==> src/rtl/irqc_pkg.sv <==
package irqc_pkg;

    localparam int DATA_W   = 8;
    localparam int IDX_W    = 3;
    localparam int NUM_CTRL = 2;

    localparam logic [DATA_W-1:0] REBASE_CODE = {DATA_W{1'b1}};
    localparam logic [DATA_W-1:0] BASE_KEEP   = {{(DATA_W-IDX_W){1'b1}}, {IDX_W{1'b0}}};

    localparam int CMD_INIT_BIT = 4;
    localparam int CMD_SNGL_BIT = 1;
    localparam int CMD_IC4_BIT  = 0;

    typedef enum logic [1:0] {
        PH_RUN,
        PH_WANT2,
        PH_WANT3,
        PH_WANT4
    } phase_e;

    typedef struct packed {
        logic single;
        logic need4;
    } mode_t;

    typedef struct packed {
        logic              en;
        logic              addr;
        logic [DATA_W-1:0] data;
    } wr_t;

    function automatic logic is_rebase(input logic [DATA_W-1:0] d);
        return d == REBASE_CODE;
    endfunction

    function automatic logic is_init(input logic [DATA_W-1:0] d);
        return d[CMD_INIT_BIT] && (d != REBASE_CODE);
    endfunction

    function automatic phase_e after_base(input mode_t m);
        if (!m.single)
            return PH_WANT3;
        return m.need4 ? PH_WANT4 : PH_RUN;
    endfunction

endpackage

==> src/rtl/irqc_rebase_flag.sv <==
module irqc_rebase_flag
    import irqc_pkg::*;
#(
    parameter int N = NUM_CTRL
) (
    input  logic         clk,
    input  logic         rst,
    input  logic [N-1:0] arm,
    input  logic [N-1:0] take,
    output logic         pending
);

    always_ff @(posedge clk) begin
        if (rst)
            pending <= 1'b0;
        else if (|take)
            pending <= 1'b0;
        else if (|arm)
            pending <= 1'b1;
    end

endmodule

==> src/rtl/irqc_unit.sv <==
module irqc_unit
    import irqc_pkg::*;
(
    input  logic              clk,
    input  logic              rst,
    input  wr_t               wr,
    input  logic              rebase_pending,
    output logic              rebase_arm,
    output logic              rebase_take,
    output logic [DATA_W-1:0] base,
    output logic [DATA_W-1:0] mask,
    output logic              busy
);

    phase_e phase;
    mode_t  mode;

    always_comb begin
        rebase_arm  = wr.en && !wr.addr && is_rebase(wr.data);
        rebase_take = wr.en && wr.addr && (phase == PH_WANT2) && rebase_pending;
        busy        = (phase != PH_RUN);
    end

    always_ff @(posedge clk) begin
        if (rst) begin
            phase <= PH_RUN;
            mode  <= '0;
            base  <= '0;
            mask  <= '0;
        end else if (wr.en) begin
            if (!wr.addr) begin
                if (is_rebase(wr.data)) begin
                    phase <= PH_WANT2;
                end else if (is_init(wr.data)) begin
                    phase       <= PH_WANT2;
                    mask        <= '0;
                    mode.single <= wr.data[CMD_SNGL_BIT];
                    mode.need4  <= wr.data[CMD_IC4_BIT];
                end
            end else begin
                unique case (phase)
                    PH_RUN:   mask <= wr.data;
                    PH_WANT2: begin
                        base  <= wr.data & BASE_KEEP;
                        phase <= rebase_pending ? PH_RUN : after_base(mode);
                    end
                    PH_WANT3: phase <= mode.need4 ? PH_WANT4 : PH_RUN;
                    PH_WANT4: phase <= PH_RUN;
                    default:  phase <= PH_RUN;
                endcase
            end
        end
    end

endmodule

==> src/rtl/irq_init_front.sv <==
module irq_init_front
    import irqc_pkg::*;
(
    input  logic              clk,
    input  logic              rst,
    input  logic              wr_en,
    input  logic              wr_ctrl,
    input  logic              wr_addr,
    input  logic [DATA_W-1:0] wr_data,
    input  logic [IDX_W-1:0]  irq_idx,
    output logic [DATA_W-1:0] master_base,
    output logic [DATA_W-1:0] slave_base,
    output logic [DATA_W-1:0] master_mask,
    output logic [DATA_W-1:0] slave_mask,
    output logic              master_busy,
    output logic              slave_busy,
    output logic [DATA_W-1:0] master_vec,
    output logic [DATA_W-1:0] slave_vec
);

    logic [NUM_CTRL-1:0] arm_v;
    logic [NUM_CTRL-1:0] take_v;
    logic                pending;
    logic [DATA_W-1:0]   base_a [NUM_CTRL];
    logic [DATA_W-1:0]   mask_a [NUM_CTRL];
    logic [DATA_W-1:0]   vec_a  [NUM_CTRL];
    logic [NUM_CTRL-1:0] busy_v;

    irqc_rebase_flag #(.N(NUM_CTRL)) u_flag (
        .clk     (clk),
        .rst     (rst),
        .arm     (arm_v),
        .take    (take_v),
        .pending (pending)
    );

    for (genvar g = 0; g < NUM_CTRL; g++) begin : g_ctrl
        wr_t wr_g;
        always_comb begin
            wr_g.en   = wr_en && (wr_ctrl == 1'(g));
            wr_g.addr = wr_addr;
            wr_g.data = wr_data;
        end

        irqc_unit u_unit (
            .clk            (clk),
            .rst            (rst),
            .wr             (wr_g),
            .rebase_pending (pending),
            .rebase_arm     (arm_v[g]),
            .rebase_take    (take_v[g]),
            .base           (base_a[g]),
            .mask           (mask_a[g]),
            .busy           (busy_v[g])
        );

        assign vec_a[g] = base_a[g] | {{(DATA_W-IDX_W){1'b0}}, irq_idx};
    end

    assign master_base = base_a[0];
    assign slave_base  = base_a[1];
    assign master_mask = mask_a[0];
    assign slave_mask  = mask_a[1];
    assign master_busy = busy_v[0];
    assign slave_busy  = busy_v[1];
    assign master_vec  = vec_a[0];
    assign slave_vec   = vec_a[1];

endmodule

==> config.mk <==
export PLATFORM = sky130hd
export DESIGN_NAME = irq_init_front
export DESIGN_NICKNAME = d
export VERILOG_FILES = /design/src/rtl/irqc_pkg.sv /design/src/rtl/irqc_rebase_flag.sv /design/src/rtl/irqc_unit.sv /design/src/rtl/irq_init_front.sv
export SDC_FILE = /design/constraint.sdc
export NUM_CORES = 1
export LEC_CHECK = 0
export BUFFER_PORTS_ARGS = -buffer_cell sky130_fd_sc_hd__buf_2
export CORE_ASPECT_RATIO = 0.75
export CORE_MARGIN = 1.5
export CORE_UTILIZATION = 44
export DETAILED_ROUTE_END_ITERATION = 16
export MAX_ROUTING_LAYER = met4
export PLACE_DENSITY = 0.73
export SYNTH_ARGS = -nofsm -noshare
export SYNTH_HDL_FRONTEND = slang
export SYNTH_HIERARCHICAL = 1
export SYNTH_SLANG_ARGS = --single-unit
==> constraint.sdc <==
create_clock -name clk -period 1.68 [get_ports clk]
set_input_delay 0.084 -clock clk [delete_from_list [all_inputs] [get_ports clk]]
set_output_delay 0.084 -clock clk [all_outputs]
set_load 0.1 [all_outputs]
==> results of run 1 <==
## flip-flops by register name (all words and copies together), names as in the netlist
signal	count
u_flag/pending	1
g_ctrl.u_unit/mask	16
g_ctrl.u_unit/mode	4
g_ctrl.u_unit/base	10
g_ctrl.u_unit/phase	4
## Yosys cell counts
cell type	n	share of area (%)
conb_1	2	0.45
nor3_2	3	1.8
or3b_4	2	1.3
or2_2	4	1.5
nor2b_1	1	0.37
nand2_2	2	0.75
nor3b_1	2	0.90
and2_1	3	1.1
nor2_1	18	4.0
a22o_1	16	8.4
nand4_1	4	1.5
a22oi_1	2	0.90
nor4_2	1	0.75
o211ai_1	2	0.90
a21oi_1	6	1.8
o221ai_4	2	3.1
buf_4	16	7.2
nand2b_1	2	0.75
nand2_1	6	1.3
a311oi_1	2	1.0
clkbuf_1	2	0.45
nand3b_1	2	0.90
mux2i_1	14	8.4
nand3_2	2	1.2
dfxtp_1	35	42
nor3_1	2	0.60
nor3b_4	2	2.2
inv_1	6	1.3
o2111ai_1	2	1.0
or2_1	6	2.2
## worst max-delay path, delay by kind of cell (launching register included)
family | cells | cell delay, ps
AND/OR/NAND/NOR | 1 | 180
flip-flops | 1 | 480
buffers and inverters | 1 | 420
## layout by cell type (no fill, tap or decap), drive strengths merged, types with 5 or more instances in the layout
| cell type | count |
|---|---|
| a21oi | 6 |
| a22o | 16 |
| buf | 65 |
| clkbuf | 5 |
| conb | 6 |
| dfxtp | 35 |
| inv | 6 |
| mux2i | 14 |
| nand2 | 8 |
| nor2 | 18 |
| nor3 | 5 |
| or2 | 10 |
## worst max path at each step
stage	to	slack (ps)	depth (start not counted)
floorplan	g_ctrl[0].u_unit/mask[0]	160	3
global placement	g_ctrl[0].u_unit/mask[5]	290	4
detailed placement	g_ctrl[0].u_unit/mask[0]	270	4
CTS	slave_busy	220	2
global route	slave_busy	160	2
finish	slave_busy	220	2
## cell families after synthesis
logic type | Yosys count | synth area share, %
AND/OR/NAND/NOR | 62 | 23.3
buffers and inverters | 24 | 8.96
AO/OA/AOI/OAI | 32 | 17.2
multiplexers | 14 | 8.36
flip-flops | 35 | 41.8
other | 2 | 0.448
## stage by stage
stage | hold slack (ps) | utilization, % | cells | instance area, um^2 | worst slack (ps)
2_1_floorplan | 157 | - | 173 | 1690 | 156
3_3_place_gp | 375 | 53.8 | 272 | 1970 | 285
3_5_place_dp | 375 | 53.8 | 272 | 1970 | 270
4_1_cts | 63.3 | 56.7 | 279 | 2080 | 222
5_1_grt | 79.8 | 56.7 | 279 | 2080 | 156
6_report | 73.5 | 56.7 | 279 | 2080 | 223
## area by class of cell
type	count	area (um^2)
Clock buffer	5	68.8
Clock inverter	2	37.5
Fill cell	342	1590
Inverter	6	22.5
Multi-Input combinational cell	114	841
Sequential cell	35	701
Tap cell	52	65.1
Timing Repair Buffer	65	340
## power groups by stage
stage	Combinational (mW)	Clock [mW]	Sequential, mW
6_report	0.445	0.735	0.865
5_1_grt	0.464	0.803	0.866
4_1_cts	0.444	0.756	0.864
3_5_place_dp	0.444	0	0.883
3_3_place_gp	0.442	0	0.883
2_1_floorplan	0.242	0	1.00
## metal layers
metal	part of all wire (%)	routed length [um]	vias up
met5	0	0	-
met4	1.1	42	0
met3	8.0	301	5
met2	42	1590	53
met1	49	1850	655
li1	-	-	699
==> tab_implementation.tex, run 1 <==
\begin{tabular}{lr}
\hline
Metric & Value \\
\hline
\multicolumn{2}{l}{\textbf{Status}} \\
Result of the run & finished clean \\
\multicolumn{2}{l}{\textbf{STA}} \\
Final Hold Vio Count & 0 \\
Period utilization & 86.7\% \\
RSZ-0062 raised after global routing & no \\
Final Slew Violations & 0 \\
Clock Skews & 1.84 ps \\
Sum of negative setup slack & 0 ps \\
Time the final worst path needs with I/O delays and setup & 1460 ps \\
Achievable clock frequency & 0.687 GHz \\
Setup violation total in the final timing report & 0 \\
\multicolumn{2}{l}{\textbf{Worst hold path}} \\
Endpoint of the worst hold-timing path & g\_ctrl[1].u\_unit/mask[2] \\
Hold Crit Class & in2reg \\
Worst hold path depth & 2 \\
Launch instance of the worst min-delay path & wr\_data[2] \\
\multicolumn{2}{l}{\textbf{Setup path}} \\
Crit. Startpoint & g\_ctrl[1].u\_unit/phase[1] \\
Type of origin of the critical path & flop \\
Reg2reg end & g\_ctrl[0].u\_unit/mask[2] \\
R2R setup slack & 250 ps \\
Critical setup path kind & reg2out \\
Max FO, Critical Path & 7 \\
Arrival time at the worst endpoint & 1370 ps \\
Delay of the slowest cell on the worst path & 480 ps \\
Master of the slowest instance on the critical path & dfxtp\_1 \\
Critical R2R Launch & g\_ctrl[0].u\_unit/phase[1] \\
Worst-path cell chain & or2\_2, buf\_2 \\
Data required, critical path & 1600 ps \\
Critical Path End Type & output port \\
FF-to-FF path depth & 4 \\
\multicolumn{2}{l}{\textbf{Global routing}} \\
Global routing usage summed across all routing layers & 19.9\% \\
Met3 layer usage reported by global route & 7.18\% \\
Antenna violations before repair & 0 \\
Routing usage on met2 & 25.1\% \\
Met1 capacity usage during global routing & 29.5\% \\
Total grt overflow & 0 \\
Pin count of the biggest net entering global routing & 17 \\
Number of global-route vias before repair & 1215 \\
Global-route wire length before repair & 6.07 mm \\
Global-route layer with the greatest usage & met1 \\
\multicolumn{2}{l}{\textbf{Floorplan}} \\
Area enclosed by the die boundary & 4190 um\^{}2 \\
Die span in y & 56.5 um \\
Effective utilization at floorplan & 45.8\% \\
Die span in x & 74.3 um \\
Boundary pin count & 66 \\
Row count & 19 \\
Core Box Area & 3660 um\^{}2 \\
\multicolumn{2}{l}{\textbf{Pwr}} \\
Total power density per cell area & 985 nW/um\^{}2 \\
Clock Power Share & 35.9\% \\
Part of the total power dissipated in sequential elements & 42.3\% \\
Switching power summed over all nets & 674 uW \\
Proportion of power drawn by combinational gates & 21.8\% \\
Worst ir drop on vdd & 0.554 mV \\
Fraction of power spent switching nets & 33.0\% \\
Internal & 1.37 mW \\
Leakage power & 0.940 nW \\
Post-layout power & 2.04 mW \\
\multicolumn{2}{l}{\textbf{Detailed routing}} \\
Final routed wirelength across all metal layers & 3.79 mm \\
Average vias per placed instance & 5.06 \\
DRC viols & 0 \\
Average wire per cell in the routed design & 13.6 um \\
Final ANT Viol Nets & 0 \\
Count of TritonRoute iterations in the first routing pass & 4 \\
1st-iter DRT viols & 110 \\
Vias after detailed routing & 1412 \\
\multicolumn{2}{l}{\textbf{Clocking}} \\
Cell at the root of the clock tree & clkbuf\_8 \\
Number of gates given a new drive strength after cts & 0 \\
Clk sink count & 35 \\
Hold bufs inserted after CTS & 0 \\
CTS tree & done \\
Buffers inserted during post-CTS setup optimization & 0 \\
CTS buffer count & 5 \\
Clock insertion delay at the later pin of the skew report & 290 ps \\
Maximum clock path buffer count & 2 \\
CTS clock-pin slew for the worst setup and hold paths & 70 ps \\
H-Tree Depth & 2 \\
\multicolumn{2}{l}{\textbf{Job}} \\
Max-capacitance violation count & 0 \\
\multicolumn{2}{l}{\textbf{Layout}} \\
Layout cells sized above 1 & 39.6\% \\
Final \#Nets & 243 \\
Number of antenna repair diodes & 0 \\
Synthesis-to-finish area growth & 23.8\% \\
\multicolumn{2}{l}{\textbf{Synthesis}} \\
Synthesized instance count & 169 \\
Synth Register Bits & 35 \\
Number of library cell types mapped by synthesis & 30 \\
Sequential-to-total area share from yosys stat & 41.8\% \\
Netlist Area Pre-Place & 1680 um\^{}2 \\
Syn\_area\_per\_cell & 9.92 um\^{}2 \\
Count of yosys warnings during synthesis & 6 \\
\multicolumn{2}{l}{\textbf{Placement}} \\
Count of port buffers added during placement & 59 \\
Final HPWL from detailed placement & 2.73 mm \\
Routability Congestion & 0.827 \\
\hline
\end{tabular}
Note: power is estimated with default switching activity, not from simulation.
==> run 2: changes to the inputs <==
--- a/config.mk
+++ b/config.mk
@@ -12,6 +12,7 @@
 export DETAILED_ROUTE_END_ITERATION = 16
 export MAX_ROUTING_LAYER = met4
 export PLACE_DENSITY = 0.73
+export RECOVER_POWER = 25
 export SYNTH_ARGS = -nofsm -noshare
 export SYNTH_HDL_FRONTEND = slang
 export SYNTH_HIERARCHICAL = 1
==> run 2 against run 1 <==
  * Global-route usage unchanged
  * Maximum frequency is 0.14% lower
  * Clock power barely moved
  * Clock skew about the same
  * Hold slack better by 0.62 ps
  * Critical path type unchanged
  * Largest power group unchanged
==> tab_implementation.tex, run 2 (synthesized netlist as in run 1, its figures left out) <==
\begin{tabular}{lr}
\hline
Metric & Value \\
\hline
\multicolumn{2}{l}{\textbf{Status}} \\
Result of the run & finished clean \\
\multicolumn{2}{l}{\textbf{Layout}} \\
Largest registers & g\_ctrl.u\_unit/mask x16, g\_ctrl.u\_unit/base x10 \\
Number of antenna repair diodes & 0 \\
Largest register by flop count & g\_ctrl.u\_unit/mask \\
Synthesis-to-finish area growth & 23.3\% \\
Largest register FFs & 16 \\
Final \#Nets & 243 \\
Layout cells sized above 1 & 36.6\% \\
Commonest non-fill, non-tap cell in the layout & buf\_2 \\
Highest-count cells in the layout ignoring fill and taps & buf\_2, dfxtp\_1, nor2\_1 \\
FILL cells & 348 \\
\multicolumn{2}{l}{\textbf{STA}} \\
Hold Worst Slack & 74.2 ps \\
RSZ-0062 raised after global routing & no \\
Clock Skews & 1.86 ps \\
Final Hold Vio Count & 0 \\
Time the final worst path needs with I/O delays and setup & 1460 ps \\
Final Slew Violations & 0 \\
Worst-case headroom to the max-slew limit & 22.7\% \\
Period utilization & 86.8\% \\
Sum of negative setup slack & 0 ps \\
Transition time at the pin with the least slew margin & 1160 ps \\
Achievable clock frequency & 0.686 GHz \\
Setup violation total in the final timing report & 0 \\
\multicolumn{2}{l}{\textbf{Setup path}} \\
Arrival time at the worst endpoint & 1370 ps \\
Master of the slowest instance on the critical path & dfxtp\_1 \\
Reg2reg end & g\_ctrl[0].u\_unit/mask[2] \\
Critical R2R Launch & g\_ctrl[0].u\_unit/phase[1] \\
FF-to-FF path depth & 4 \\
Max FO, Critical Path & 7 \\
Critical Path End Type & output port \\
R2R setup slack & 250 ps \\
Worst-path cell chain & or2\_2, buf\_2 \\
Data required, critical path & 1600 ps \\
Type of origin of the critical path & flop \\
Delay of the slowest cell on the worst path & 480 ps \\
Critical setup path kind & reg2out \\
\multicolumn{2}{l}{\textbf{Pwr}} \\
Worst ir drop on vdd & 0.553 mV \\
Clock Power Share & 36.0\% \\
Fraction of power spent switching nets & 33.0\% \\
Leakage power & 0.920 nW \\
Total power density per cell area & 988 nW/um\^{}2 \\
Switching power summed over all nets & 674 uW \\
Part of the total power dissipated in sequential elements & 42.4\% \\
Proportion of power drawn by combinational gates & 21.7\% \\
Internal & 1.37 mW \\
\multicolumn{2}{l}{\textbf{Clocking}} \\
CTS buffer count & 5 \\
Hold bufs inserted after CTS & 0 \\
Clock insertion delay at the later pin of the skew report & 290 ps \\
Cell at the root of the clock tree & clkbuf\_8 \\
Clk sink count & 35 \\
CTS tree & done \\
Maximum clock path buffer count & 2 \\
H-Tree Depth & 2 \\
Number of gates given a new drive strength after cts & 0 \\
Buffers inserted during post-CTS setup optimization & 0 \\
CTS clock-pin slew for the worst setup and hold paths & 70 ps \\
\multicolumn{2}{l}{\textbf{Global routing}} \\
Global routing usage summed across all routing layers & 19.9\% \\
Total grt overflow & 0 \\
Pin count of the biggest net entering global routing & 17 \\
Number of global-route vias before repair & 1215 \\
Global-route wire length before repair & 6.07 mm \\
Antenna violations before repair & 0 \\
\multicolumn{2}{l}{\textbf{Worst hold path}} \\
Endpoint of the worst hold-timing path & g\_ctrl[1].u\_unit/mask[2] \\
Launch instance of the worst min-delay path & wr\_data[2] \\
Worst hold path depth & 2 \\
Hold Crit Class & in2reg \\
\multicolumn{2}{l}{\textbf{Floorplan}} \\
Boundary pin count & 66 \\
Effective utilization at floorplan & 45.8\% \\
Die span in x & 74.3 um \\
Core Box Area & 3660 um\^{}2 \\
Die span in y & 56.5 um \\
Row count & 19 \\
Area enclosed by the die boundary & 4190 um\^{}2 \\
\multicolumn{2}{l}{\textbf{Detailed routing}} \\
Final ANT Viol Nets & 0 \\
Average vias per placed instance & 5.08 \\
Average wire per cell in the routed design & 13.6 um \\
Vias after detailed routing & 1417 \\
Final routed wirelength across all metal layers & 3.79 mm \\
DRC viols & 0 \\
Count of TritonRoute iterations in the first routing pass & 4 \\
1st-iter DRT viols & 100 \\
\multicolumn{2}{l}{\textbf{Placement}} \\
Routability Congestion & 0.827 \\
Final HPWL from detailed placement & 2.73 mm \\
Count of port buffers added during placement & 59 \\
\multicolumn{2}{l}{\textbf{Job}} \\
Max-capacitance violation count & 0 \\
\hline
\end{tabular}
-- run 2: through the flow --
| step | cell area [um^2] | setup slack (ps) | util [%] | std cells | total power, mW |
|---|---|---|---|---|---|
| 6_report | 2070 | 221 | 56.5 | 279 | 2.04 |
| 5_1_grt | 2070 | 156 | 56.5 | 279 | 2.13 |
| 4_1_cts | 2080 | 222 | 56.7 | 279 | 2.06 |
| 3_5_place_dp | 1970 | 270 | 53.8 | 272 | 1.33 |
| 3_3_place_gp | 1970 | 285 | 53.8 | 272 | 1.33 |
| 2_1_floorplan | 1690 | 156 | - | 173 | 1.24 |
-- run 2: worst max path at each step --
stage                              startpoint                        to  depth (start not counted)
finish              g_ctrl[1].u_unit/phase[1]                slave_busy                          2
detailed placement  g_ctrl[0].u_unit/phase[1]  g_ctrl[0].u_unit/mask[0]                          4
global placement    g_ctrl[0].u_unit/phase[1]  g_ctrl[0].u_unit/mask[5]                          4
CTS                 g_ctrl[1].u_unit/phase[1]                slave_busy                          2
global route        g_ctrl[1].u_unit/phase[1]                slave_busy                          2
floorplan           g_ctrl[0].u_unit/phase[1]  g_ctrl[0].u_unit/mask[0]                          3
-- run 2: area by class of cell --
class,count,area (um^2),area share [%]
multi-input combinational,114,841,40.7
tap,52,65.1,3.15
clock buffer,5,68.8,3.33
clock inverter,2,37.5,1.82
timing repair buffer,65,332,16.0
inverter,6,22.5,1.09
sequential,35,701,33.9
-- run 2: metal layers --
metal	routed length, um	global-route usage (%)	share of wire [%]
met5	0	-	0
met4	42	5.45	1.1
met3	308	7.18	8.1
met2	1580	25.1	42
met1	1860	29.5	49
-- run 2: power by group through the flow --
stage / registers, mW / logic, mW / clock network (mW)
finish: 0.865 / 0.443 / 0.734
global route: 0.867 / 0.462 / 0.803
CTS: 0.864 / 0.444 / 0.756
detailed placement: 0.883 / 0.444 / 0
global placement: 0.883 / 0.442 / 0
floorplan: 1.00 / 0.242 / 0
-- run 2: worst max-delay path, delay by kind of cell, from the launching register on --
kind                   cells  cell delay (ps)
buffers and inverters      1              420
flip-flops                 1              480
AND/OR/NAND/NOR            1              190
==> run 3: changes to the inputs <==
--- a/config.mk
+++ b/config.mk
@@ -9,6 +9,7 @@
 export CORE_ASPECT_RATIO = 0.75
 export CORE_MARGIN = 1.5
 export CORE_UTILIZATION = 44
+export CTS_BUF_LIST = sky130_fd_sc_hd__clkbuf_16
 export DETAILED_ROUTE_END_ITERATION = 16
 export MAX_ROUTING_LAYER = met4
 export PLACE_DENSITY = 0.73
==> run 3 against run 2 <==
  * Final area rose by 2.7%
  * Flip-flop and latch count did not move
  * Utilization rose by 1.5 points
  * Maximum frequency rose by 1.4%
  * Clock skew fell by 0.71 ps
  * Non-clock buffer count did not move
  * Largest power group is now the clock network
  * Sequential share of layout area fell by 0.90 points
==> tab_implementation.tex, run 3 (synthesized netlist as in run 1, its figures left out) <==
\begin{tabular}{lr}
\hline
Metric & Value \\
\hline
\multicolumn{2}{l}{\textbf{Status}} \\
Result of the run & finished clean \\
\multicolumn{2}{l}{\textbf{STA}} \\
Final Hold Vio Count & 0 \\
Time the final worst path needs with I/O delays and setup & 1440 ps \\
Clock Skews & 1.16 ps \\
Setup violation total in the final timing report & 0 \\
Achievable clock frequency & 0.695 GHz \\
Final Slew Violations & 0 \\
Transition time at the pin with the least slew margin & 1160 ps \\
Worst-case headroom to the max-slew limit & 22.7\% \\
Minimum setup slack in the final design & 241 ps \\
Sum of negative setup slack & 0 ps \\
Period utilization & 85.7\% \\
RSZ-0062 raised after global routing & no \\
\multicolumn{2}{l}{\textbf{Setup path}} \\
Arrival time at the worst endpoint & 1350 ps \\
Critical setup path kind & reg2out \\
Critical Path End Type & output port \\
Delay of the slowest cell on the worst path & 470 ps \\
Max FO, Critical Path & 7 \\
Master of the slowest instance on the critical path & dfxtp\_1 \\
Data required, critical path & 1600 ps \\
Crit path buf inv count & 1 \\
Category of cells accounting for the largest share of critical-path delay & flip-flops \\
Type of origin of the critical path & flop \\
Worst-path cell chain & or2\_2, buf\_2 \\
\multicolumn{2}{l}{\textbf{Pwr}} \\
Leakage power & 0.946 nW \\
Worst ir drop on vdd & 0.678 mV \\
Total power density per cell area & 1100 nW/um\^{}2 \\
\multicolumn{2}{l}{\textbf{Layout}} \\
Largest register by flop count & g\_ctrl.u\_unit/mask \\
Area taken by flip-flops and latches & 701 um\^{}2 \\
Commonest non-fill, non-tap cell in the layout & buf\_2 \\
Layout cells sized above 1 & 36.6\% \\
FILL cells & 345 \\
Largest registers & g\_ctrl.u\_unit/mask x16, g\_ctrl.u\_unit/base x10 \\
Synthesis-to-finish area growth & 26.6\% \\
Final \#Nets & 243 \\
Area of the multi-input gates & 841 um\^{}2 \\
Largest register FFs & 16 \\
Number of antenna repair diodes & 0 \\
Highest-count cells in the layout ignoring fill and taps & buf\_2, dfxtp\_1, nor2\_1 \\
Final Non-Filler Cells & 279 \\
\multicolumn{2}{l}{\textbf{Placement}} \\
Final HPWL from detailed placement & 2.73 mm \\
Dpl ws & 270 ps \\
Routability Congestion & 0.827 \\
Cell total after placement & 272 \\
Count of port buffers added during placement & 59 \\
\multicolumn{2}{l}{\textbf{Job}} \\
Max-capacitance violation count & 0 \\
\multicolumn{2}{l}{\textbf{Floorplan}} \\
Effective utilization at floorplan & 45.8\% \\
Boundary pin count & 66 \\
Row count & 19 \\
Core Box Area & 3660 um\^{}2 \\
Die span in x & 74.3 um \\
Area enclosed by the die boundary & 4190 um\^{}2 \\
Die span in y & 56.5 um \\
\multicolumn{2}{l}{\textbf{Global routing}} \\
Pin count of the biggest net entering global routing & 17 \\
Number of global-route vias before repair & 1268 \\
Met3 layer usage reported by global route & 7.18\% \\
Antenna violations before repair & 0 \\
Routing usage on met2 & 27.3\% \\
Met1 capacity usage during global routing & 30.2\% \\
Global-route layer with the greatest usage & met1 \\
Global-route wire length before repair & 6.35 mm \\
Global routing usage summed across all routing layers & 20.7\% \\
Total grt overflow & 0 \\
\multicolumn{2}{l}{\textbf{Clocking}} \\
CTS clock-pin slew for the worst setup and hold paths & 50 ps \\
Cell at the root of the clock tree & clkbuf\_16 \\
Number of gates given a new drive strength after cts & 0 \\
CTS buffer count & 5 \\
Hold bufs inserted after CTS & 0 \\
Maximum clock path buffer count & 2 \\
Clock insertion delay at the later pin of the skew report & 280 ps \\
Clk sink count & 35 \\
Buffers inserted during post-CTS setup optimization & 0 \\
H-Tree Depth & 2 \\
CTS tree & done \\
\multicolumn{2}{l}{\textbf{Worst hold path}} \\
Hold Crit Class & in2reg \\
\multicolumn{2}{l}{\textbf{Detailed routing}} \\
Count of TritonRoute iterations in the first routing pass & 4 \\
Vias after detailed routing & 1422 \\
DRC viols & 0 \\
Final routed wirelength across all metal layers & 3.89 mm \\
Average wire per cell in the routed design & 13.9 um \\
1st-iter DRT viols & 77 \\
Final ANT Viol Nets & 0 \\
Average vias per placed instance & 5.10 \\
\hline
\end{tabular}
[run 3: worst register-to-register path, stage by stage (launching register included)]
cell	delay (ps)
dfxtp_1	380
or3b_4	410
nand3_2	100
o221ai_4	150
a22o_1	270
[run 3: worst paths after layout]
kind                                                start  cells after the start                       end  slack [ps]
worst max register to register  g_ctrl[0].u_unit/phase[1]                      4  g_ctrl[0].u_unit/mask[2]         260
worst min-delay path                           wr_data[2]                      2  g_ctrl[1].u_unit/mask[2]          90
worst max-delay path            g_ctrl[1].u_unit/phase[1]                      2                slave_busy         240
worst min register to register   g_ctrl[1].u_unit/mask[4]                      1  g_ctrl[1].u_unit/mask[4]         480
[run 3: power breakdown]
group / total, mW / switching [mW] / internal (mW)
registers: 0.867 / 0.0146 / 0.852
logic: 0.443 / 0.360 / 0.0835
clock network: 1.02 / 0.331 / 0.690
[run 3: layout make-up]
| cell class | count | share of cell area [%] |
|---|---|---|
| Multi-Input combinational cell | 114 | 39.6 |
| Sequential cell | 35 | 33.0 |
| Timing Repair Buffer | 65 | 15.6 |
| Clock buffer | 5 | 5.89 |
| Tap cell | 52 | 3.06 |
| Clock inverter | 2 | 1.77 |
| Inverter | 6 | 1.06 |
[run 3: layer usage]
metal | up-vias | wire [um]
met5 | - | 0
met3 | 3 | 308
met4 | 0 | 25
met2 | 63 | 1650
met1 | 655 | 1910
li1 | 701 | -
[run 3: stage by stage]
stage	cell area [um^2]	util, %	power (mW)	hold WS [ps]
final	2120	58.0	2.33	86.1
after global routing	2120	58.0	2.42	101
after CTS	2130	58.2	2.36	78.1
after detailed placement	1970	53.8	1.33	375
after global placement	1970	53.8	1.33	375
after floorplan	1690	-	1.24	157
